$ cat config.mk
export PLATFORM = sky130hd
export DESIGN_NAME = flash_cmd_ctrl
export DESIGN_NICKNAME = d
export VERILOG_FILES = /design/src/rtl/fcc_pkg.sv /design/src/rtl/fcc_ctrl.sv /design/src/rtl/fcc_regs.sv /design/src/rtl/flash_cmd_ctrl.sv
export SDC_FILE = /design/constraint.sdc
export NUM_CORES = 1
export LEC_CHECK = 0
export BUFFER_PORTS_ARGS = -buffer_cell sky130_fd_sc_hd__buf_4
export CORE_UTILIZATION = 52
export CTS_BUF_LIST = sky130_fd_sc_hd__clkbuf_4
export DETAILED_ROUTE_END_ITERATION = 10
export PLACE_DENSITY = 0.87
export SLEW_MARGIN = 20
export SYNTH_ARGS = -nofsm -noshare
export SYNTH_HDL_FRONTEND = slang
export SYNTH_SLANG_ARGS = --single-unit
$ cat constraint.sdc
create_clock -name clk -period 1.78 [get_ports clk]
set_input_delay 0.534 -clock clk [delete_from_list [all_inputs] [get_ports clk]]
set_output_delay 0.534 -clock clk [all_outputs]
set_load 0.02 [all_outputs]
$ cat src/rtl/fcc_pkg.sv
package fcc_pkg;
  localparam int DATA_W = 16;
  localparam int SEL_W  = 2;

  localparam int B_MASTER = 15;
  localparam int B_RSTDN  = 4;
  localparam int B_ERADN  = 5;
  localparam int B_PRGDN  = 6;
  localparam int B_LDDN   = 7;
  localparam int B_ECMD   = 10;
  localparam int B_EERA   = 11;
  localparam int B_EPRG   = 12;
  localparam int B_ELD    = 13;

  localparam logic [DATA_W-1:0] ERR_MASK =
    (DATA_W'(1) << B_ECMD) | (DATA_W'(1) << B_EERA) |
    (DATA_W'(1) << B_EPRG) | (DATA_W'(1) << B_ELD);

  localparam logic [SEL_W-1:0] SEL_CMD  = 2'd0;
  localparam logic [SEL_W-1:0] SEL_CFG  = 2'd1;
  localparam logic [SEL_W-1:0] SEL_STAT = 2'd2;
  localparam logic [SEL_W-1:0] SEL_INT  = 2'd3;

  typedef enum logic [1:0] {CLS_NONE, CLS_LOAD, CLS_PROG, CLS_ERASE} opClass_e;

  typedef struct packed {
    logic              hotReset;
    logic              cmdLoad;
    logic [DATA_W-1:0] cmdCode;
    logic [DATA_W-1:0] intSet;
    logic [DATA_W-1:0] errSet;
  } ctlStrobe_t;

  function automatic logic [DATA_W-1:0] bitOf(input int pos);
    return DATA_W'(1) << pos;
  endfunction

  function automatic opClass_e classOf(input logic [DATA_W-1:0] code);
    case (code)
      16'h0000, 16'h0013:            return CLS_LOAD;
      16'h0080, 16'h001A, 16'h001B:  return CLS_PROG;
      16'h0094, 16'h0095:            return CLS_ERASE;
      default:                       return CLS_NONE;
    endcase
  endfunction

  function automatic logic [DATA_W-1:0] doneMask(input opClass_e c);
    case (c)
      CLS_LOAD:  return bitOf(B_LDDN);
      CLS_PROG:  return bitOf(B_PRGDN);
      CLS_ERASE: return bitOf(B_ERADN);
      default:   return '0;
    endcase
  endfunction

  function automatic logic [DATA_W-1:0] errMask(input opClass_e c);
    case (c)
      CLS_LOAD:  return bitOf(B_ELD);
      CLS_PROG:  return bitOf(B_EPRG);
      CLS_ERASE: return bitOf(B_EERA);
      default:   return '0;
    endcase
  endfunction
endpackage

$ cat src/rtl/fcc_ctrl.sv
module fcc_ctrl
  import fcc_pkg::*;
(
  input  logic              clk,
  input  logic              rst_n,
  input  logic              cmdWr,
  input  logic [DATA_W-1:0] cmdData,
  input  logic              masterPend,
  input  logic              engDone,
  input  logic              engFail,
  output ctlStrobe_t        strobe,
  output logic              engStart,
  output logic [DATA_W-1:0] engCmd
);
  logic     busy;
  opClass_e busyCls;
  opClass_e newCls;
  logic     accept;
  logic     launch;

  always_comb begin
    newCls = classOf(cmdData);
    accept = cmdWr && !masterPend && !busy;
    launch = accept && (newCls != CLS_NONE);
    strobe = '0;
    if (accept) begin
      strobe.cmdLoad = 1'b1;
      strobe.cmdCode = cmdData;
      if (newCls == CLS_NONE) begin
        case (cmdData)
          16'h0030: strobe.intSet = bitOf(B_MASTER) | bitOf(B_ERADN);
          16'h00B0: strobe.intSet = '0;
          16'h00F0, 16'h00F3: strobe.hotReset = 1'b1;
          16'h0023, 16'h0027, 16'h002A, 16'h002C, 16'h0065, 16'h0071:
            strobe.intSet = bitOf(B_MASTER);
          default: begin
            strobe.intSet = bitOf(B_MASTER);
            strobe.errSet = bitOf(B_ECMD);
          end
        endcase
      end
    end
    if (busy && engDone) begin
      strobe.intSet = bitOf(B_MASTER) | doneMask(busyCls);
      if (engFail) strobe.errSet = bitOf(B_ECMD) | errMask(busyCls);
    end
  end

  always_ff @(posedge clk or negedge rst_n) begin
    if (!rst_n) begin
      busy     <= 1'b0;
      busyCls  <= CLS_NONE;
      engStart <= 1'b0;
      engCmd   <= '0;
    end else begin
      engStart <= launch;
      if (launch) begin
        busy    <= 1'b1;
        busyCls <= newCls;
        engCmd  <= cmdData;
      end else if (busy && engDone) begin
        busy    <= 1'b0;
        busyCls <= CLS_NONE;
      end
    end
  end

  // launch strobe never lasts two cycles
  assert_start_single_R5: assert property (@(posedge clk) disable iff (!rst_n)
    engStart |=> !engStart);
  // a blocked command leaves the engine side untouched
  assert_blocked_no_start_R4: assert property (@(posedge clk) disable iff (!rst_n)
    (cmdWr && masterPend) |=> (!engStart && $stable(engCmd)));
  // while a command is outstanding, another write starts nothing
  assert_busy_no_start_R5: assert property (@(posedge clk) disable iff (!rst_n)
    (busy && cmdWr) |=> !engStart);
endmodule

$ cat src/rtl/fcc_regs.sv
module fcc_regs
  import fcc_pkg::*;
#(
  parameter logic [DATA_W-1:0] CFG_RESET   = 16'h40C0,
  parameter logic [DATA_W-1:0] INT_COLD    = 16'h8080,
  parameter logic [DATA_W-1:0] INT_HOT     = 16'h8010,
  parameter logic [DATA_W-1:0] CFG_RD_MASK = 16'hFFE0,
  parameter int                POL_BIT     = 6,
  parameter int                RDY_BIT     = 7
) (
  input  logic              clk,
  input  logic              rst_n,
  input  ctlStrobe_t        strobe,
  input  logic              cfgWr,
  input  logic              intWr,
  input  logic [DATA_W-1:0] wrData,
  input  logic [SEL_W-1:0]  rdSel,
  output logic [DATA_W-1:0] rdData,
  output logic              masterPend,
  output logic              intPin,
  output logic              readyPin
);
  logic [DATA_W-1:0] cmdReg, cfgReg, statReg, intReg, intNext;

  always_comb begin
    intNext = (intWr ? (intReg & wrData) : intReg) | strobe.intSet;
  end

  always_ff @(posedge clk or negedge rst_n) begin
    if (!rst_n) begin
      cmdReg   <= '0;
      cfgReg   <= CFG_RESET;
      statReg  <= '0;
      intReg   <= INT_COLD;
      readyPin <= 1'b1;
    end else if (strobe.hotReset) begin
      cmdReg   <= '0;
      cfgReg   <= CFG_RESET;
      statReg  <= '0;
      intReg   <= INT_HOT;
      readyPin <= 1'b1;
    end else begin
      if (strobe.cmdLoad) cmdReg <= strobe.cmdCode;
      if (cfgWr) begin
        cfgReg   <= wrData;
        readyPin <= wrData[RDY_BIT];
      end
      intReg  <= intNext;
      statReg <= intNext[B_MASTER] ? (statReg | (strobe.errSet & ERR_MASK))
                                   : (statReg & ~ERR_MASK);
    end
  end

  always_comb begin
    case (rdSel)
      SEL_CMD:  rdData = cmdReg;
      SEL_CFG:  rdData = cfgReg & CFG_RD_MASK;
      SEL_STAT: rdData = statReg;
      default:  rdData = intReg;
    endcase
  end

  assign masterPend = intReg[B_MASTER];
  assign intPin     = intReg[B_MASTER] ^ ~cfgReg[POL_BIT];

  // no error flag survives a clear master bit
  assert_err_wiped_R3: assert property (@(posedge clk) disable iff (!rst_n)
    !intReg[B_MASTER] |-> ((statReg & ERR_MASK) == '0));
  // bits posted by the control always land in the interrupt register
  assert_set_lands_R6: assert property (@(posedge clk) disable iff (!rst_n)
    ((strobe.intSet != '0) && !strobe.hotReset) |=>
      ((intReg & $past(strobe.intSet)) == $past(strobe.intSet)));
  // flipping the polarity bit alone flips the pin
  assert_pol_flip_R10: assert property (@(posedge clk) disable iff (!rst_n)
    (!$stable(cfgReg[POL_BIT]) && $stable(intReg[B_MASTER])) |-> !$stable(intPin));
  // ready pin follows the written configuration bit
  assert_ready_follow_R11: assert property (@(posedge clk) disable iff (!rst_n)
    (cfgWr && !strobe.hotReset) |=> (readyPin == $past(wrData[RDY_BIT])));
endmodule

$ cat src/rtl/flash_cmd_ctrl.sv
module flash_cmd_ctrl
  import fcc_pkg::*;
#(
  parameter logic [15:0] CFG_RESET   = 16'h40C0,
  parameter logic [15:0] INT_COLD    = 16'h8080,
  parameter logic [15:0] INT_HOT     = 16'h8010,
  parameter logic [15:0] CFG_RD_MASK = 16'hFFE0
) (
  input  logic        clk,
  input  logic        rst_n,
  input  logic [1:0]  busSel,
  input  logic        busWr,
  input  logic [15:0] busWrData,
  output logic [15:0] busRdData,
  output logic        engStart,
  output logic [15:0] engCmd,
  input  logic        engDone,
  input  logic        engFail,
  output logic        intPin,
  output logic        readyPin
);
  ctlStrobe_t strobe;
  logic       masterPend;
  logic       cmdWr, cfgWr, intWr;

  assign cmdWr = busWr && (busSel == SEL_CMD);
  assign cfgWr = busWr && (busSel == SEL_CFG);
  assign intWr = busWr && (busSel == SEL_INT);

  fcc_ctrl u_ctrl (
    .clk        (clk),
    .rst_n      (rst_n),
    .cmdWr      (cmdWr),
    .cmdData    (busWrData),
    .masterPend (masterPend),
    .engDone    (engDone),
    .engFail    (engFail),
    .strobe     (strobe),
    .engStart   (engStart),
    .engCmd     (engCmd)
  );

  fcc_regs #(
    .CFG_RESET   (CFG_RESET),
    .INT_COLD    (INT_COLD),
    .INT_HOT     (INT_HOT),
    .CFG_RD_MASK (CFG_RD_MASK)
  ) u_regs (
    .clk        (clk),
    .rst_n      (rst_n),
    .strobe     (strobe),
    .cfgWr      (cfgWr),
    .intWr      (intWr),
    .wrData     (busWrData),
    .rdSel      (busSel),
    .rdData     (busRdData),
    .masterPend (masterPend),
    .intPin     (intPin),
    .readyPin   (readyPin)
  );
endmodule

==> out/qor.txt, run 1 <==
Worst Clk Skew: 0.00841 ns
Hold Crit Class: primary input to asynchronous set/reset pin
Clock tree root buffer cell: clkbuf_4
RSZ-0062 raised after global routing: true
PortBufs: 57
Largest family of logic cells by synthesized area: simple AND/OR/NAND/NOR gates
Final Critical Period: 2.01 ns
Seq pwr share: 48.8%
Iter 0 DRT Violations: 332
Final WS setup: -0.234 ns
DRC Markers: 0
Xor-xnor portion of the synthesized cell area: 1.10%
Rel. slew slack: 40.9%
# nets final: 467
Die W: 80.4 um
Post-Synth Simple-Gate Area: 21.1%
Most frequent cells in the layout: 95 x buf_4, 71 x nand2_1, 62 x dfrtp_1, 31 x buf_6, 21 x nor2_1
Post-synthesis cell count: 319
FFs w/ async S/R, synth: 100%
Total Wirelength: 9.69 mm
CP max stage cell: mux4_2
CTS Buf Count: 9
Worst Tran Pin Value: 0.883 ns
Multiplexer area fraction after synthesis: 7.82%
Number of synthesized flops with an enable pin: 0
Endpoint class of the critical path: primary output
Max frequency: 0.497 GHz
Critical Path AT: 1.48 ns
Synth Area per Inst: 10.0 sq um
Crit path from: u_regs.statReg[10]
Vias in the first global route: 3179
Fill cell count: 368
Startpoint Class: flip-flop
Sequential fraction of the synthesis area: 52.6%
Synth cell types: 49
P_sw: 1290 uW
Hpwl dp: 6.44 mm
# hold bufs at CTS: 0
CTS tree: done
Switching Share: 32.8%
Setup TNS: -1.96 ns
Worst endpoint required time: 1.25 ns
Syn Nets: 342
# IOs: 58
Wire length per cell: 18.5 um
Clock Tree Buf Depth: 2
Reg clk slew, reported paths: 0.11 ns
Pwr/cell area: 843 nW/um^2
Final RePlAce weighted congestion: 0.942
Fin util: 79.0%
Grt ovf: 0
Final total power: 3940 uW
Synthesis-stage register bit count: 67
Initial antenna violation count: 0
Critical path class: flip-flop to primary output
Via Count: 3091
Reg2reg start: u_ctrl.busy
Total GRT Usage: 31.5%
Sequential cell area: 1680 sq um
Worst skew pair latency: 0.41 ns
Fin. max-slew vios: 0
Maximum vdd drop: 0.490 mV
Final setup viols: 24
Max cap viols: 0
H-tree depth: 3
Final Hold Viols: 0
Commonest non-fill, non-tap cell in the layout: buf_4
Initial Util: 54.0%
Core Footprint: 5920 sq um
Die height: 80.4 um
Synth Area in Compound Gates: 13.8%
Share of total power in the clock network: 21.2%
Die area: 6470 sq um
Worst-path maximum fanout: 2
Crit-path cells: mux4_2, buf_6
Max stage delay on crit path: 0.49 ns
Worst path bufs/invs: 1
Diode count: 0
Area of the multi-input gates: 1600 sq um
Violated checks: negative setup slack
Static leakage: 0.00230 uW
Initial DRT Pass Iterations: 5
Largest net degree at the start of global routing: 35
First-pass GRT wire length: 15.0 mm
Crit path max-delay family: multiplexers
Primary FF master, synth: dfrtp_1
Area delta synth->final: 46.1%
Internal: 2650 uW
Layout cells sized above 1: 46.2%
Post-route ant nets: 0
Adder-cell share of the synthesized area: 0%
Tcrit/Tclk final: 113%
Comb pwr share: 30.0%
Mapped Area: 3200 sq um
Site row count: 28
Vias per cell: 5.91
Clock Sinks: 67
Syn. warnings: 0
Outcome: finished, violations left
## logic make-up after synthesis
| logic type | count (synthesis) |
|---|---|
| DFF | 67 |
| and+or+nand+nor | 141 |
| muxes | 17 |
| buffers and inverters | 23 |
| xor gates and xnor gates | 4 |
| AOI/OAI and AO/OA | 67 |
## repair_timing
action,in CTS,in global routing
cloned,0,3
endpoints found under the setup margin,36,37
resized for setup,37,35
pin swaps,11,12
setup buffers,7,4
## state kept, by name (all words and copies together), names as in the netlist
name and flops:
u_ctrl.engCmd 16, u_regs.cmdReg 16, u_regs.intReg 16, u_regs.cfgReg 10, u_regs.statReg 4, u_ctrl.busyCls 2, u_ctrl.busy 1, u_ctrl.engStart 1
u_regs.readyPin 1
## through the flow
step | std cells | hold slack (ns) | area [sq um] | setup slack [ns]
floorplan | 319 | 0.238 | 3350 | -0.293
global placement | 494 | 0.454 | 4210 | -0.362
detailed placement | 494 | 0.461 | 4210 | -0.527
CTS | 516 | 0.0101 | 4520 | -0.242
global route | 523 | 0.0103 | 4680 | -0.267
finish | 523 | 0.00856 | 4680 | -0.234
## path summary, 6_finish.rpt
check / endpoint / slack, ns / cells after the start
min: u_regs.cmdReg[13] / 0.009 / 1
max: busRdData[10] / -0.23 / 2
min reg2reg: u_ctrl.engCmd[12] / 0.50 / 1
min in group clk: u_ctrl.busy / 0.33 / 2
max in group asynchronous: u_regs.intReg[7] / 1.22 / 2
max reg2reg: u_regs.cfgReg[8] / -0.01 / 6
## synthesized netlist by cell type, types with 2 or more instances
master / count / share of area [%]
nand2_1: 74 / 8.7
mux4_2: 4 / 2.8
dfrtp_1: 62 / 48
nor4_1: 3 / 0.59
mux2_4: 6 / 2.8
mux2i_1: 7 / 2.2
inv_1: 4 / 0.47
nor2_1: 23 / 2.7
xnor2_1: 3 / 0.82
a21oi_1: 4 / 0.63
nand2b_1: 2 / 0.39
buf_6: 2 / 0.70
dfstp_2: 5 / 4.1
nor2b_1: 4 / 0.78
buf_2: 9 / 1.4
nor4b_1: 4 / 1.1
a22o_1: 11 / 3.0
o21ai_0: 32 / 5.0
clkbuf_1: 7 / 0.82
nand3_1: 5 / 0.78
and2_1: 12 / 2.3
or4_1: 4 / 0.94
a31oi_1: 6 / 1.2
## final cells by class
cell class / count / share of cell area [%]
sequential: 67 / 36.0
multi-input combinational: 229 / 34.1
timing repair buffer: 133 / 25.2
tap: 75 / 2.01
clock buffer: 10 / 1.61
clock inverter: 5 / 0.669
inverter: 4 / 0.401
## layer usage
metal	up-vias	track usage (%)	wire length [um]
li1	1369	-	-
met1	1529	37.6	3740
met2	167	54.4	5010
met3	26	5.68	702
met4	0	15.7	242
met5	-	0	0
## worst register-to-register path, cell delays in order, from the launching register on
cell	delay, ns
dfrtp_1	0.41
or4_4	0.52
buf_6	0.14
nor4_4	0.21
buf_4	0.18
buf_6	0.14
o21ai_1	0.08
## power by group through the flow
stage	registers (uW)	logic, uW	clock network [uW]
final	1920	1180	836
after global routing	1940	1260	902
after CTS	1900	1100	840
after detailed placement	1920	974	0
after global placement	1910	934	0
after floorplan	1890	567	0
Note: power is estimated with default switching activity, not from simulation.
==> inputs of run 2 (changes only) <==
--- a/config.mk
+++ b/config.mk
@@ -6,10 +6,12 @@
 export NUM_CORES = 1
 export LEC_CHECK = 0
 export BUFFER_PORTS_ARGS = -buffer_cell sky130_fd_sc_hd__buf_4
-export CORE_UTILIZATION = 52
+export CELL_PAD_IN_SITES_DETAIL_PLACEMENT = 0
+export CELL_PAD_IN_SITES_GLOBAL_PLACEMENT = 2
+export CORE_UTILIZATION = 33
 export CTS_BUF_LIST = sky130_fd_sc_hd__clkbuf_4
 export DETAILED_ROUTE_END_ITERATION = 10
-export PLACE_DENSITY = 0.87
+export PLACE_DENSITY = 0.88
 export SLEW_MARGIN = 20
 export SYNTH_ARGS = -nofsm -noshare
 export SYNTH_HDL_FRONTEND = slang
==> out/qor.txt, run 2 (synthesis gave the netlist of run 1 again) <==
Clock Sinks: 67 (unchanged)
Comb pwr share: 30.0% (about the same)
Worst Tran Pin Value: 0.667 ns (-0.215 ns)
Maximum vdd drop: 0.334 mV (-32%)
Hpwl dp: 7.13 mm (+11%)
First-pass GRT wire length: 15.5 mm (+3.6%)
Area delta synth->final: 54.1%
Post-route ant nets: 0 (unchanged)
Fin Hold WS: 0.0186 ns (+0.0101 ns)
Startpoint Class: flip-flop
Total Wirelength: 10.0 mm (+3.5%)
Seq pwr share: 45.7% (-3.1 points)
Final WS setup: -0.242 ns (-0.00847 ns)
CTS tree: done
Die area: 10100 sq um (+56%)
Final RePlAce weighted congestion: 0.898 (-4.7%)
Endpoint class of the critical path: primary output
Static leakage: 0.00240 uW (+4.0%)
P_sw: 1330 uW (+2.7%)
Total GRT Usage: 20.4% (-11 points)
CTS Buf Count: 9 (unchanged)
# hold bufs at CTS: 0 (unchanged)
Initial Util: 34.3% (-20 points)
Max frequency: 0.495 GHz (-0.42%)
DRC Markers: 0 (unchanged)
PortBufs: 57 (unchanged)
Outcome: finished, violations left
Violated checks: negative setup slack
Final Hold Viols: 0 (unchanged)
Fin util: 52.9% (-26 points)
Reg clk slew, reported paths: 0.12 ns (about the same)
Grt ovf: 0 (unchanged)
Largest regs: u_ctrl.engCmd x16, u_regs.cmdReg x16, u_regs.intReg x16
Fin. max-slew vios: 0 (unchanged)
Clock tree root buffer cell: clkbuf_4
# IOs: 58 (unchanged)
Initial DRT Pass Iterations: 4 (-1)
Rel. slew slack: 55.2% (+14 points)
Wire length per cell: 17.0 um (-8.4%)
RSZ-0062 raised after global routing: true
Hold Crit Class: primary input to asynchronous set/reset pin
Inst Count DP: 558 (+13%)
Core Footprint: 9330 sq um (+58%)
Share of total power in the clock network: 24.3% (+3.1 points)
Worst-path maximum fanout: 2 (unchanged)
Final setup viols: 21 (-13%)
Iter 0 DRT Violations: 198 (-40%)
DP Worst Slack: -0.470 ns (+0.0569 ns)
Diode count: 0 (unchanged)
Die height: 100 um (+25%)
Worst skew pair latency: 0.42 ns (about the same)
Initial antenna violation count: 0 (unchanged)
Internal: 2860 uW (+7.9%)
Clock Tree Buf Depth: 2 (unchanged)
Most frequent cells in the layout: 106 x buf_4, 71 x nand2_1, 62 x dfrtp_1, 31 x buf_6, 19 x nor2_1
Final Critical Period: 2.02 ns (+0.00847 ns)
H-tree depth: 3 (unchanged)
Vias per cell: 5.01 (-15%)
Die W: 100 um (+25%)
Layout cells sized above 1: 49.1% (+2.9 points)
Via Count: 2961 (-4.2%)
Critical path class: flip-flop to primary output
Worst endpoint required time: 1.25 ns (about the same)
Tcrit/Tclk final: 114% (+0.48 points)
Largest net degree at the start of global routing: 28 (-20%)
Max cap viols: 0 (unchanged)
Vias in the first global route: 3019 (-5.0%)
Pwr/cell area: 849 nW/um^2 (+0.70%)
Commonest non-fill, non-tap cell in the layout: buf_4
Worst Clk Skew: 0.0157 ns (+0.00728 ns)
# nets final: 480 (+2.8%)
Critical Path AT: 1.49 ns (about the same)
Fin cells: 591 (+13%)
Site row count: 35 (+25%)
Switching Share: 31.7% (-1.1 points)
-- run 2: cell types whose count changed in the layout (fill, tap and decap cells not counted), moves of 2 or more --
cell and delta:
o21ai_2 +8, o21ai_1 -5, nor2_4 +2, and2_1 +2
and2_4 -2, o21ai_0 -2, nor2_1 -2, buf_4 +11
-- run 2: worst paths after layout --
| path | startpoint | end | slack [ns] | depth (start not counted) |
|---|---|---|---|---|
| worst max register to register | u_ctrl.busy | u_ctrl.busyCls[0] | -0.04 | 6 |
| worst min-delay path | rst_n | u_ctrl.engCmd[1] | 0.02 | 1 |
| min in group clk | engDone | u_ctrl.busy | 0.31 | 2 |
| worst min register to register | u_regs.cmdReg[11] | u_regs.cmdReg[11] | 0.49 | 2 |
| worst max-delay path | u_regs.statReg[10] | busRdData[10] | -0.24 | 2 |
| max in group asynchronous | rst_n | u_regs.cfgReg[6] | 1.24 | 2 |
-- run 2: worst max-delay path: stages (launching register included) --
cell	delay, ns
dfrtp_1	0.43
mux4_2	0.49
buf_6	0.15
-- run 2: what timing repair did --
item,in CTS,in global routing
endpoints found under the setup margin,19,39
cloned,1,4
pin swaps,13,16
setup buffers,8,5
gates resized for setup,42,46
hold endpoints to repair,0,0
-- run 2: power groups by stage --
stage | combinational, uW | clock, uW | sequential (uW)
finish | 1250 | 1020 | 1910
global route | 1350 | 1110 | 1940
CTS | 1210 | 1040 | 1900
detailed placement | 983 | 0 | 1920
global placement | 967 | 0 | 1910
floorplan | 567 | 0 | 1890
-- run 2: through the flow --
stage	area (sq um)	setup TNS (ns)	power (uW)
6_report	4930	-1.97	4180
5_1_grt	4930	-3.00	4400
4_1_cts	4730	-2.06	4160
3_5_place_dp	4350	-24.81	2910
3_3_place_gp	4350	-24.03	2880
2_1_floorplan	3350	-4.10	2460
-- run 2: layer usage --
metal | track usage, % | wire length [um] | vias to the layer above
li1 | - | - | 1402
met1 | 27.4 | 4500 | 1449
met2 | 32.9 | 4860 | 89
met3 | 2.64 | 429 | 21
met4 | 9.36 | 248 | 0
met5 | 0 | 0 | -
-- run 2: layout make-up --
| class | instances | area (sq um) |
|---|---|---|
| clock buffer | 9 | 67.6 |
| clock inverter | 7 | 68.8 |
| tap | 129 | 161 |
| fill | 871 | 4400 |
| multi-input combinational | 230 | 1650 |
| sequential | 67 | 1680 |
| inverter | 4 | 15.0 |
| timing repair buffer | 145 | 1290 |
==> inputs of run 3 (changes only) <==
--- a/config.mk
+++ b/config.mk
@@ -12,6 +12,7 @@
 export CTS_BUF_LIST = sky130_fd_sc_hd__clkbuf_4
 export DETAILED_ROUTE_END_ITERATION = 10
 export PLACE_DENSITY = 0.88
+export RECOVER_POWER = 100
 export SLEW_MARGIN = 20
 export SYNTH_ARGS = -nofsm -noshare
 export SYNTH_HDL_FRONTEND = slang
==> out/qor.txt, run 3 (synthesis gave the netlist of run 1 again) <==
Outcome: finished, violations left
Violated checks: negative setup slack
Vias in the first global route: 3019 (unchanged)
# nets final: 480 (unchanged)
Worst skew pair latency: 0.42 ns (about the same)
H-tree depth: 3 (unchanged)
Die height: 100 um (unchanged)
DRC Markers: 0 (unchanged)
Area delta synth->final: 50.3%
Final Critical Period: 2.01 ns (-0.0154 ns)
Clock Tree Buf Depth: 2 (unchanged)
RR Endpoint: u_ctrl.engCmd[7]
Inst Count DP: 558 (unchanged)
Initial Util: 34.3% (unchanged)
Final RePlAce weighted congestion: 0.898 (unchanged)
Setup TNS: -4.34 ns (-2.37 ns)
Pwr/cell area: 865 nW/um^2 (+1.9%)
Iter 0 DRT Violations: 198 (unchanged)
Reg2reg setup slack: -0.12 ns (-0.08 ns)
Commonest non-fill, non-tap cell in the layout: buf_4
Max cap viols: 0 (unchanged)
Total GRT Usage: 20.4% (unchanged)
Reg2reg start: u_regs.intReg[15]
Diode count: 0 (unchanged)
# IOs: 58 (unchanged)
Initial DRT Pass Iterations: 4 (unchanged)
Total Wirelength: 10.1 mm (+0.24%)
Hpwl dp: 7.13 mm (unchanged)
Initial antenna violation count: 0 (unchanged)
Via Count: 2958 (-0.10%)
Clock Sinks: 67 (unchanged)
Reg clk slew, reported paths: 0.12 ns (about the same)
Static leakage: 0.00230 uW (-3.9%)
Final Hold Viols: 0 (unchanged)
P_sw: 1320 uW (-0.36%)
Post-route ant nets: 0 (unchanged)
Hold Crit Start: engDone
Internal: 2830 uW (-0.78%)
Critical path class: flip-flop to primary output
RSZ-0062 raised after global routing: true
Maximum vdd drop: 0.327 mV (-2.2%)
CTS Buf Count: 9 (unchanged)
Grt ovf: 0 (unchanged)
Switching Share: 31.8% (+0.092 points)
DP Worst Slack: -0.470 ns (unchanged)
Worst endpoint required time: 1.25 ns (about the same)
Fin cells: 591 (unchanged)
Layout cells sized above 1: 44.2% (-5.0 points)
Final WS setup: -0.227 ns (+0.0154 ns)
PortBufs: 57 (unchanged)
Startpoint Class: flip-flop
Fin. max-slew vios: 0 (unchanged)
Largest net degree at the start of global routing: 28 (unchanged)
Worst Tran Pin Value: 1.46 ns (+0.790 ns)
Critical Path AT: 1.47 ns (-0.02 ns)
Vias per cell: 5.01 (-0.10%)
Endpoint class of the critical path: primary output
First-pass GRT wire length: 15.5 mm (unchanged)
Clock tree root buffer cell: clkbuf_4
Core Footprint: 9330 sq um (unchanged)
Max frequency: 0.498 GHz (+0.77%)
Wire length per cell: 17.0 um (+0.24%)
Largest regs: u_ctrl.engCmd x16, u_regs.cmdReg x16, u_regs.intReg x16
Site row count: 35 (unchanged)
Die area: 10100 sq um (unchanged)
Post-route cell area: 4810 sq um (-2.5%)
Final setup viols: 60 (+190%)
Tcrit/Tclk final: 113% (-0.86 points)
Seq pwr share: 45.8% (about the same)
Share of total power in the clock network: 24.5% (+0.2 points)
Hold path cells: 2
Hold Crit Class: primary input to flip-flop
Comb pwr share: 29.6% (-0.4 points)
R2R depth: 5 (-1)
Worst-path maximum fanout: 3 (+1)
Die W: 100 um (unchanged)
Worst Clk Skew: 0.0136 ns (-0.00212 ns)
Most frequent cells in the layout: 86 x buf_4, 71 x nand2_1, 62 x dfrtp_1, 31 x buf_6
Hold endpoint: u_ctrl.busy
Rel. slew slack: 2.83% (-52 points)
CTS tree: done
Placement Cell Area: 4350 sq um (unchanged)
-- run 3: cell types whose count changed in the layout (fill, tap and decap cells not counted), sizes merged --
| cell | before | now |
|---|---|---|
| clkbuf | 9 | 30 |
| buf | 145 | 124 |
-- run 3: power groups by stage --
stage	Clock, uW	Sequential [uW]	Combinational [uW]
CTS	1040	1900	1210
detailed placement	0	1920	983
finish	1020	1910	1230
global placement	0	1910	967
floorplan	0	1890	567
global route	1110	1930	1330
-- run 3: worst max-delay path by stage --
stage,from,endpoint
floorplan,busWrData[7],u_ctrl.engCmd[0]
global placement,busWrData[13],u_regs.cfgReg[10]
detailed placement,busWrData[13],u_regs.cfgReg[11]
CTS,u_regs.intReg[15],busRdData[15]
global route,u_regs.statReg[11],busRdData[11]
finish,u_regs.intReg[15],busRdData[15]
-- run 3: final cells by class --
cell class,count,area (sq um)
clock buffers,9,67.6
clock inverters,7,68.8
fillers,901,4520
inverters,4,15.0
multi-input cells,230,1620
flip-flops and latches,67,1680
well taps,129,161
repair buffers,145,1190
-- run 3: what timing repair did --
item / in CTS / in global routing
pin swaps: 13 / 16
gates cloned: 1 / 4
hold buffers: 0 / 0
endpoints found under the setup margin: 19 / 39
resized for setup: 42 / 46
endpoints found under the hold margin: 0 / 0
setup buffers: 8 / 5
-- run 3: worst max-delay path, cell delays in order (launching register included) --
cell and delay [ns]:
dfstp_1 0.55, buf_6 0.13, mux2i_4 0.07, o21ai_2 0.16
buf_6 0.14
-- run 3: routing by layer --
layer / routed length [um] / vias to the layer above / global-route usage [%]
met1: 4530 / 1463 / 27.4
li1: - / 1400 / -
met5: 0 / - / 0
met2: 4880 / 76 / 32.9
met3: 413 / 19 / 2.64
met4: 228 / 0 / 9.36
-- run 3: stage by stage --
step	hold slack (ns)	total power (uW)	util [%]
finish	0.308	4160	51.5
global route	0.308	4370	51.5
CTS	0.0163	4160	50.7
detailed placement	0.463	2910	46.7
global placement	0.458	2880	46.7
floorplan	0.238	2460	-
